==> config.mk <==
export PLATFORM = sky130hd
export DESIGN_NAME = regwr_scoreboard
export DESIGN_NICKNAME = d
export VERILOG_FILES = /design/src/rtl/pend_pkg.sv /design/src/rtl/pend_addr_decode.sv /design/src/rtl/pend_unit_track.sv /design/src/rtl/pend_bits.sv /design/src/rtl/pend_read_check.sv /design/src/rtl/regwr_scoreboard.sv
export SDC_FILE = /design/constraint.sdc
export NUM_CORES = 1
export LEC_CHECK = 0
export CAP_MARGIN = 10
export CORE_UTILIZATION = 25
export CTS_BUF_LIST = sky130_fd_sc_hd__clkbuf_4 sky130_fd_sc_hd__clkbuf_8
export CTS_CLUSTER_DIAMETER = 60
export CTS_CLUSTER_SIZE = 8
export DETAILED_ROUTE_END_ITERATION = 10
export PLACE_DENSITY = 0.39
export SYNTH_ARGS = -nofsm -noshare
export SYNTH_HDL_FRONTEND = slang
export SYNTH_SLANG_ARGS = --single-unit
==> constraint.sdc <==
create_clock -name clk -period 2.03 [get_ports clk]
set_input_delay 0.203 -clock clk [delete_from_list [all_inputs] [get_ports clk]]
set_output_delay 0.203 -clock clk [all_outputs]
set_load 0.005 [all_outputs]
==> src/rtl/pend_pkg.sv <==
package pend_pkg;

   typedef enum logic {
      ENC_BINARY = 1'b0,
      ENC_ONEHOT = 1'b1
   } addr_enc_e;

   function automatic int unsigned addr_w(int unsigned nregs, addr_enc_e enc);
      if (enc == ENC_ONEHOT) return nregs;
      return (nregs < 2) ? 1 : $clog2(nregs);
   endfunction

endpackage

==> src/rtl/pend_addr_decode.sv <==
module pend_addr_decode #(
   parameter int unsigned         NREGS = 32,
   parameter pend_pkg::addr_enc_e ENC   = pend_pkg::ENC_BINARY,
   localparam int unsigned        AW    = pend_pkg::addr_w(NREGS, ENC)
) (
   input  logic             clk,
   input  logic             rst_n,
   input  logic             en,
   input  logic [AW-1:0]    addr,
   output logic [NREGS-1:0] mask
);

   generate
      if (ENC == pend_pkg::ENC_ONEHOT) begin : g_onehot
         assign mask = en ? addr : '0;

         // a one-hot address names at most one register
         assert_onehot_addr_R11: assert property (@(posedge clk) disable iff (!rst_n)
            en |-> $onehot0(addr));
      end else begin : g_binary
         always_comb begin
            for (int i = 0; i < NREGS; i++) begin
               mask[i] = en && (addr == AW'(i));
            end
         end

         // a binary address stays inside the register range
         assert_addr_range_R11: assert property (@(posedge clk) disable iff (!rst_n)
            en |-> (mask != '0));
      end
   endgenerate

endmodule

==> src/rtl/pend_unit_track.sv <==
module pend_unit_track #(
   parameter int unsigned         NREGS  = 32,
   parameter pend_pkg::addr_enc_e ENC    = pend_pkg::ENC_BINARY,
   parameter bit                  IS_MEM = 1'b0,
   localparam int unsigned        AW     = pend_pkg::addr_w(NREGS, ENC)
) (
   input  logic             clk,
   input  logic             rst_n,
   input  logic             issue,
   input  logic             sel,
   input  logic             wrflag,
   input  logic [AW-1:0]    dest,
   input  logic             busy,
   input  logic             done,
   input  logic             res_ok,
   output logic [NREGS-1:0] set_m,
   output logic [NREGS-1:0] clr_m
);

   logic          take;
   logic          latch_wf;
   logic [AW-1:0] latch_dest;
   logic          set_en;
   logic          clr_en;

   assign take   = issue && sel;
   assign set_en = take && wrflag;
   // memory units always write back, so they never use the no-result clear
   assign clr_en = (IS_MEM == 1'b0) && done && latch_wf && !res_ok;

   always_ff @(posedge clk or negedge rst_n) begin
      if (!rst_n) begin
         latch_wf   <= 1'b0;
         latch_dest <= '0;
      end else begin
         if (!busy) latch_wf <= 1'b0;
         if (take) begin
            latch_wf   <= wrflag;
            latch_dest <= dest;
         end
      end
   end

   pend_addr_decode #(.NREGS(NREGS), .ENC(ENC)) u_set_dec (
      .clk(clk), .rst_n(rst_n), .en(set_en), .addr(dest), .mask(set_m)
   );

   pend_addr_decode #(.NREGS(NREGS), .ENC(ENC)) u_clr_dec (
      .clk(clk), .rst_n(rst_n), .en(clr_en), .addr(latch_dest), .mask(clr_m)
   );

   // an idle unit with no issue forgets its write flag
   assert_latch_idle_R4: assert property (@(posedge clk) disable iff (!rst_n)
      (!busy && !take) |=> !latch_wf);

   // an issue captures the instruction's write flag
   assert_latch_capture_R4: assert property (@(posedge clk) disable iff (!rst_n)
      take |=> (latch_wf == $past(wrflag)));

   // a set request only accompanies a selected, writing issue
   assert_set_gate_R2: assert property (@(posedge clk) disable iff (!rst_n)
      (set_m != '0) |-> (issue && sel && wrflag));

   // a no-result clear only follows a completion without valid data
   assert_noresult_gate_R5: assert property (@(posedge clk) disable iff (!rst_n)
      (clr_m != '0) |-> (done && !res_ok));

endmodule

==> src/rtl/pend_bits.sv <==
module pend_bits #(
   parameter int unsigned NREGS = 32
) (
   input  logic             clk,
   input  logic             rst_n,
   input  logic [NREGS-1:0] set_m,
   input  logic [NREGS-1:0] clr_m,
   output logic [NREGS-1:0] bits
);

   always_ff @(posedge clk or negedge rst_n) begin
      if (!rst_n) bits <= '0;
      else        bits <= (bits & ~clr_m) | set_m;
   end

   // every requested set is visible after the edge
   assert_set_lands_R2: assert property (@(posedge clk) disable iff (!rst_n)
      (set_m != '0) |=> ((bits & $past(set_m)) == $past(set_m)));

   // a clear without a competing set empties the bit
   assert_clear_lands_R3: assert property (@(posedge clk) disable iff (!rst_n)
      ((clr_m & ~set_m) != '0) |=> ((bits & $past(clr_m & ~set_m)) == '0));

   // where set and clear collide the bit ends set
   assert_set_wins_R10: assert property (@(posedge clk) disable iff (!rst_n)
      ((set_m & clr_m) != '0) |=> ((bits & $past(set_m & clr_m)) == $past(set_m & clr_m)));

   // bits no port touched keep their value
   assert_untouched_hold_R10: assert property (@(posedge clk) disable iff (!rst_n)
      1'b1 |=> (((bits ^ $past(bits)) & ~$past(set_m | clr_m)) == '0));

endmodule

==> src/rtl/pend_read_check.sv <==
module pend_read_check #(
   parameter int unsigned         NREGS = 32,
   parameter pend_pkg::addr_enc_e ENC   = pend_pkg::ENC_BINARY,
   localparam int unsigned        AW    = pend_pkg::addr_w(NREGS, ENC)
) (
   input  logic             clk,
   input  logic             rst_n,
   input  logic [NREGS-1:0] bits,
   input  logic             issue,
   input  logic             rdflag,
   input  logic [AW-1:0]    addr,
   output logic             hazard
);

   logic [NREGS-1:0] chk_m;

   pend_addr_decode #(.NREGS(NREGS), .ENC(ENC)) u_dec (
      .clk(clk), .rst_n(rst_n), .en(issue && rdflag), .addr(addr), .mask(chk_m)
   );

   assign hazard = |(bits & chk_m);

   // a hazard needs an enabled check and some pending register
   assert_hazard_gated_R7: assert property (@(posedge clk) disable iff (!rst_n)
      hazard |-> (issue && rdflag && (bits != '0)));

endmodule

==> src/rtl/regwr_scoreboard.sv <==
module regwr_scoreboard #(
   parameter int unsigned           NREGS     = 32,
   parameter int unsigned           NUNITS    = 4,
   parameter int unsigned           NWB       = 2,
   parameter int unsigned           NRD       = 3,
   parameter pend_pkg::addr_enc_e   ENC       = pend_pkg::ENC_BINARY,
   parameter logic [NUNITS-1:0]     MEM_UNITS = '0,
   localparam int unsigned          AW        = pend_pkg::addr_w(NREGS, ENC)
) (
   input  logic                       clk,
   input  logic                       rst_n,
   input  logic [NUNITS-1:0]          u_issue,
   input  logic [NUNITS-1:0]          u_sel,
   input  logic [NUNITS-1:0]          u_wrflag,
   input  logic [NUNITS-1:0][AW-1:0]  u_dest,
   input  logic [NUNITS-1:0]          u_busy,
   input  logic [NUNITS-1:0]          u_done,
   input  logic [NUNITS-1:0]          u_res_ok,
   input  logic [NWB-1:0]             wb_en,
   input  logic [NWB-1:0][AW-1:0]     wb_addr,
   input  logic [NRD-1:0]             rc_issue,
   input  logic [NRD-1:0]             rc_rdflag,
   input  logic [NRD-1:0][AW-1:0]     rc_addr,
   output logic [NRD-1:0]             rc_hazard,
   input  logic                       unit_found,
   output logic                       conflict,
   output logic                       issue_busy
);

   generate
      if (NREGS < 2) begin : g_bad_nregs
         $error("regwr_scoreboard: NREGS must be at least 2");
      end
      if (NUNITS < 1) begin : g_bad_nunits
         $error("regwr_scoreboard: NUNITS must be at least 1");
      end
      if (NWB < 1) begin : g_bad_nwb
         $error("regwr_scoreboard: NWB must be at least 1");
      end
      if (NRD < 1) begin : g_bad_nrd
         $error("regwr_scoreboard: NRD must be at least 1");
      end
   endgenerate

   logic [NUNITS-1:0][NREGS-1:0] unit_set_m;
   logic [NUNITS-1:0][NREGS-1:0] unit_clr_m;
   logic [NWB-1:0][NREGS-1:0]    wb_clr_m;
   logic [NREGS-1:0]             set_all;
   logic [NREGS-1:0]             clr_all;
   logic [NREGS-1:0]             pend;

   for (genvar u = 0; u < NUNITS; u++) begin : g_unit
      pend_unit_track #(.NREGS(NREGS), .ENC(ENC), .IS_MEM(MEM_UNITS[u])) u_track (
         .clk(clk), .rst_n(rst_n),
         .issue(u_issue[u]), .sel(u_sel[u]), .wrflag(u_wrflag[u]),
         .dest(u_dest[u]), .busy(u_busy[u]), .done(u_done[u]),
         .res_ok(u_res_ok[u]),
         .set_m(unit_set_m[u]), .clr_m(unit_clr_m[u])
      );
   end

   for (genvar p = 0; p < NWB; p++) begin : g_wb
      pend_addr_decode #(.NREGS(NREGS), .ENC(ENC)) u_wb_dec (
         .clk(clk), .rst_n(rst_n), .en(wb_en[p]), .addr(wb_addr[p]),
         .mask(wb_clr_m[p])
      );
   end

   always_comb begin
      set_all = '0;
      clr_all = '0;
      for (int u = 0; u < NUNITS; u++) begin
         set_all = set_all | unit_set_m[u];
         clr_all = clr_all | unit_clr_m[u];
      end
      for (int p = 0; p < NWB; p++) begin
         clr_all = clr_all | wb_clr_m[p];
      end
   end

   pend_bits #(.NREGS(NREGS)) u_bits (
      .clk(clk), .rst_n(rst_n), .set_m(set_all), .clr_m(clr_all), .bits(pend)
   );

   for (genvar r = 0; r < NRD; r++) begin : g_rd
      pend_read_check #(.NREGS(NREGS), .ENC(ENC)) u_chk (
         .clk(clk), .rst_n(rst_n), .bits(pend),
         .issue(rc_issue[r]), .rdflag(rc_rdflag[r]), .addr(rc_addr[r]),
         .hazard(rc_hazard[r])
      );
   end

   assign conflict   = |rc_hazard;
   assign issue_busy = !unit_found || conflict;

   // a detected conflict always holds issue
   assert_conflict_holds_R9: assert property (@(posedge clk) disable iff (!rst_n)
      conflict |-> issue_busy);

   // with no unit available issue is held
   assert_nounit_holds_R9: assert property (@(posedge clk) disable iff (!rst_n)
      !unit_found |-> issue_busy);

endmodule

## Word level (Yosys, flattened, before mapping)

Index checks and enable logic that the tools add are counted.

| storage, ports and cells | value |
|---|---|
| logic and storage cells | 896 |
| bits in writable memories | 0 |
| output and inout bits | 5 |
| register bits | 56 |
| memories | 0 |
| bits in latches | 0 |
| input bits | 80 |
| ROM bits | 0 |

| operators by class | value |
|---|---|
| add/sub/neg operators | 0 |
| reduce and logical (&&, ||, !) cells | 458 |
| muxes and demuxes | 8 |
| shift-type cells | 0 |
| bitwise logic cells | 14 |
| $lt $le $gt $ge | 0 |
| divide/modulo/power cells | 0 |
| eq/ne operators | 407 |
| $mul | 0 |

Operators with widths:

| cell | count |
|---|---|
| $eq 5x5->1 const B | 208 |
| $eq 5x4->1 const B | 104 |
| $logic_and 1x1->1 | 435 |
| $or 32x32->32 | 9 |
| $eq 5x3->1 const B | 52 |
| $eq 5x2->1 const B | 26 |
| $and 32x32->32 | 4 |
| $reduce_or 32->1 | 3 |
| $reduce_or 96->1 | 1 |
| $eq 5x1->1 const B | 13 |
| $logic_not 5->1 | 13 |
| $not 32->32 | 1 |
| $mux 1 | 8 |
| $ne 2x1->1 const B | 4 |
| $logic_not 1->1 | 5 |
| $logic_or 1x1->1 | 1 |

## Logic depth before layout (Yosys ltp)

| depth | value |
|---|---|
| depth after elaboration | 11 |
| depth in mapped cells | 9 |
| gate-level depth less buffers | 6 |

## Modules after synthesis

A second synthesis with hierarchy kept.

| second synthesis, totals | value |
|---|---|
| cell total of the unflattened synthesis | 968 |
| area total of the unflattened synthesis | 6,379.9 µm² |

Modules (own cells, without submodules):

| module | times used | cells each | area an instance (µm²) | seq. area each (µm²) |
|---|---|---|---|---|
| pend_addr_decode | 13 | 47 | 230.2 | 0.0 |
| pend_bits | 1 | 96 | 1,161.1 | 800.8 |
| pend_unit_track | 4 | 16 | 260.2 | 150.1 |
| regwr_scoreboard | 1 | 131 | 693.2 | 0.0 |
| pend_read_check | 3 | 22 | 163.9 | 0.0 |

## Worst setup path before layout

OpenSTA, ideal clock, no wires.

| timing path | value |
|---|---|
| path type | register -> output |
| start | register u_bits.bits[6] |
| end | output port rc_hazard[2] |
| stages on the path, launching flop included | 8 |
| path buffers | 1 |
| arrival | 1.499 ns |
| slack | 0.328 ns |
| required time | 1.827 ns |
| cells stage by stage | dfrtp_1 -> mux2_1 -> and3_1 -> nor4_2 -> a41oi_1 -> o31ai_2 -> inv_1 -> buf_4 |

| between the ends | value |
|---|---|
| word-level cells in the longest chain between the ends | 2 |

RTL lines:

| what | RTL line | text |
|---|---|---|
| start, declared | pend_bits.sv:8 | `output logic [NREGS-1:0] bits` |
| start signal, assigned | pend_bits.sv:13 | `else bits <= (bits & ~clr_m) \| set_m;` |
| $and 32x32->32 | pend_read_check.sv:21 | `assign hazard = \|(bits & chk_m);` |
| $reduce_or 32->1 | pend_read_check.sv:21 |  |
| end, declared | regwr_scoreboard.sv:24 | `output logic [NRD-1:0] rc_hazard,` |

Every way passes these cells.

## Worst setup path after layout

| timing path | value |
|---|---|
| start | register u_bits.bits[24] |
| end | output port issue_busy |

| between the ends | value |
|---|---|
| word-level cells in the longest chain between the ends | 3 |
| elaborated cells between the ends (all ways) | 5 |
| classes of those cells | bitwise: 3; reduce/logical: 2 |

RTL lines:

| what | RTL line | text |
|---|---|---|
| $and 32x32->32 | pend_read_check.sv:21 |  |
| $reduce_or 96->1 (*) | regwr_scoreboard.sv:93 | `assign conflict = \|rc_hazard;` |
| $logic_or 1x1->1 (*) | regwr_scoreboard.sv:94 | `assign issue_busy = !unit_found \|\| conflict;` |
| end, declared | regwr_scoreboard.sv:27 | `output logic issue_busy` |

Every way passes the cells marked *; elsewhere a longest branch is shown, timed or not.

==> impl_metrics.py <==
metrics = {
    "sta": {
        "hold_violations": 0,
        "setup_ws_ns": -0.331,
        "maxSlewViolCount": 0,
        "max_freq_ghz": 0.424,
        "finalCritPeriodShare": 1.16,
        "setup_viol": 5,
        "tightest_slew_ns": 0.628,
        "rsz0062_at_grt": "yes",
        "finalCriticalPeriod_ns": 2.36,
        "relSlewSlack": 0.576,
        "tns_ns": -1.17,
        "fin_skew_ns": 0.0132,
    },
    "yosys": {
        "synth_seq_cells": 56,
        "syn_area_per_cell_sq_um": 7.59,
        "synthTopCellsByCount": "nand2_1 (78), o22ai_1 (62), nor3_1 (57)",
        "yosys.area.top_type_share": 0.239,
        "synth_area_sq_um": 5850,
        "yosys-top-cells-area": "dfrtp_1 (24%), o22ai_1 (6.6%), nand2_1 (5.0%)",
        "ys_warn_count": 0,
        "synthFlopType": "dfrtp_1",
        "ys_seq_area_frac": 0.239,
        "synth_nets": 851,
        "synth_top_area_cell": "dfrtp_1",
        "synth_edf_count": 0,
        "yosys.cell_types.count": 66,
        "synth_cells": 771,
        "async_reset_ff_frac": 1.00,
        "synth.most_common_cell": "nand2_1",
    },
    "floorplan": {
        "fp-row-count": 55,
        "die_y_microns": 155,
        "initial_core_util": 0.257,
        "die_x_microns": 155,
        "dieArea_sq_um": 24000,
        "ioPinCount": 85,
        "core_sq_um": 22800,
    },
    "global_route": {
        "globalRouteMet1Util": 0.351,
        "antenna_found_initial": 0,
        "grt_pass1_wl_mm": 49.3,
        "busiest_layer": "met2",
        "overflow": 0,
        "grt_max_degree": 57,
        "use_met2": 0.491,
        "grt_use_met3": 0.0259,
        "grt_pass1_vias": 7725,
        "grtUsageTotal": 0.279,
    },
    "place": {
        "place.gp.congestion": 0.939,
        "placed_area_sq_um": 8440,
        "post-place-cells": 1329,
        "io_buffers": 84,
        "dp_hpwl_mm": 27.3,
    },
    "routing": {
        "drcViolationCount": 0,
        "wire_per_inst_microns": 24.6,
        "firstDrtPassIters": 5,
        "vias": 7600,
        "vias_per_cell": 5.65,
        "antenna_left": 0,
        "initialDrtViolationCount": 773,
        "wl_mm": 33.2,
    },
    "cts": {
        "clkTransAtPathRegs_ns": 0.13,
        "h-tree-depth": 2,
        "cts_sinks": 56,
        "clock_latency_ns": 0.35,
        "cts_buffer_depth": 2,
        "cts-root-buf": "clkbuf_8",
        "cts_tree": "built",
        "numCtsBuffers": 5,
    },
    "critical_path": {
        "start_kind": "flop",
        "worstPathArrival_ns": 2.16,
        "worstSetupEndpointType": "output pin",
        "path_max_fanout": 4,
        "r2r_cells": 6,
        "worst-endpoint-required_ns": 1.83,
        "crit_family": "compound AO/OA/AOI/OAI gates",
        "crit_type": "reg2out",
        "crit_chain": "nor3b_1 > a2111oi_4 > a31oi_2 > o41ai_4 > nand4_1 > buf_2",
        "critical_path_buf_inv_count": 1,
        "worstSetupPathDepth": 6,
        "slowest_stage": "dfrtp_1",
        "cp_slowest_stage_delay_ns": 0.56,
    },
    "flow_run": {
        "drv_cap": 0,
    },
    "finish": {
        "fin_util": 0.383,
        "layout-drive-gt1-share": 0.294,
        "nNetsFinal": 1112,
        "layout.cells.non_filler": 1346,
        "num_antenna_cells": 0,
        "area_growth_pct": 49.1,
        "final_area_sq_um": 8720,
    },
    "power": {
        "powerDensity_nw_per_um2": 585,
        "ir_drop_uv": 290,
        "p_leak_nw": 3.40,
    },
    "min_path": {
        "hold_path_class": "in2async",
    },
    "outcome": {
        "status": "complete, but fails checks",
        "violations": "setup timing",
    },
}
[cell usage in the layout, fill, tap and decap left out, types with 4 or more instances in the layout]
| cell | n |
|---|---|
| clkdlybuf4s50_1 | 71 |
| o22ai_1 | 60 |
| o211ai_1 | 22 |
| nor3b_2 | 4 |
| dfrtp_2 | 9 |
| and2_1 | 6 |
| nor2b_1 | 26 |
| a221oi_1 | 4 |
| dfrtp_1 | 47 |
| nor3b_1 | 9 |
| mux2_2 | 19 |
| or3_1 | 29 |
| clkbuf_8 | 5 |
| buf_6 | 4 |
| a22o_1 | 4 |
| dlygate4sd2_1 | 7 |
| nand2_1 | 78 |
| inv_1 | 7 |
| and3_1 | 4 |
| buf_4 | 218 |
| buf_2 | 5 |
| nand2b_1 | 37 |
| o32ai_1 | 10 |
| o21ai_1 | 4 |
| nor4_1 | 8 |
| a32oi_1 | 12 |
| a31oi_1 | 4 |
| a211oi_1 | 4 |
| nand4b_1 | 8 |
| a22oi_1 | 35 |
| nor3_1 | 55 |
| nand3_1 | 41 |
| or4_1 | 6 |
| o21ai_0 | 18 |
| nand4_1 | 6 |
| mux2i_1 | 13 |
| nand3b_1 | 13 |
| nor2_1 | 44 |
| a21oi_1 | 9 |
[per-stage QoR]
stage                     total power, mW  hold slack [ns]  setup WS, ns
after global placement               4.27            0.229        -0.747
after detailed placement             4.26            0.236        -0.775
after CTS                            5.06            0.374        -0.409
final                                5.10            0.353        -0.331
after global routing                 5.35            0.379        -0.465
after floorplan                      2.52          -0.0926         0.328
[final timing paths]
kind / slack (ns) / to / startpoint
max: -0.33 / issue_busy / u_bits.bits[24]
min: 0.35 / g_unit[0].u_track.latch_wf / rst_n
max reg2reg: 0.06 / u_bits.bits[27] / g_unit[0].u_track.latch_wf
min reg2reg: 0.53 / g_unit[3].u_track.latch_wf / g_unit[3].u_track.latch_wf
max in group asynchronous: 1.35 / u_bits.bits[15] / rst_n
min in group clk: 0.40 / g_unit[0].u_track.latch_wf / u_busy[0]
[layout make-up]
type                       instances  area [sq um]
clock inverter                     3          27.5
timing repair buffer             308          2530
inverter                           9          33.8
tap                              313           392
fill                            2420         14100
multi-input combinational        652          4260
sequential                        56          1410
clock buffer                       5          68.8
[tightest hold or removal path: stages]
cell and delay [ns]:
dlygate4sd3_1 0.52, buf_2 0.12, buf_12 0.27
[state kept, by name, indices dropped and copies added, names as in the netlist]
| signal | cells |
|---|---|
| u_bits.bits | 32 |
| g_unit.u_track.latch_dest | 20 |
| g_unit.u_track.latch_wf | 4 |
[what timing repair did]
item,in CTS,in global routing
gates resized for setup,44,19
buffers inserted,5,3
endpoints found under the setup margin,5,14
hold buffers,1,0
endpoints found under the hold margin,56,0
pin swaps,12,9
[where the power goes]
group	total (mW)	switching, mW	leakage [nW]	internal (mW)
Sequential	1.88	0.512	0.687	1.36
Clock	0.723	0.467	0.0463	0.256
Combinational	2.50	1.28	2.67	1.22
Total	5.10	2.26	3.40	2.84
[cell families (layout without fill, tap and decap cells)]
logic type             after synthesis  in the layout  share of synthesized area
multiplexers                        33             33                     0.0607
AO/OA/AOI/OAI                      208            208                      0.252
buffers and inverters               63            325                     0.0530
AND/OR/NAND/NOR                    411            411                      0.395
flip-flops                          56             56                      0.239
[routing by layer]
layer | part of all wire | vias up | wire length, microns
met5 | 0 | - | 0
met4 | 0.040 | 0 | 1330
met3 | 0.047 | 68 | 1570
met2 | 0.49 | 345 | 16100
li1 | - | 3509 | -
met1 | 0.43 | 3678 | 14100
Power figures use the tool's default switching activity.
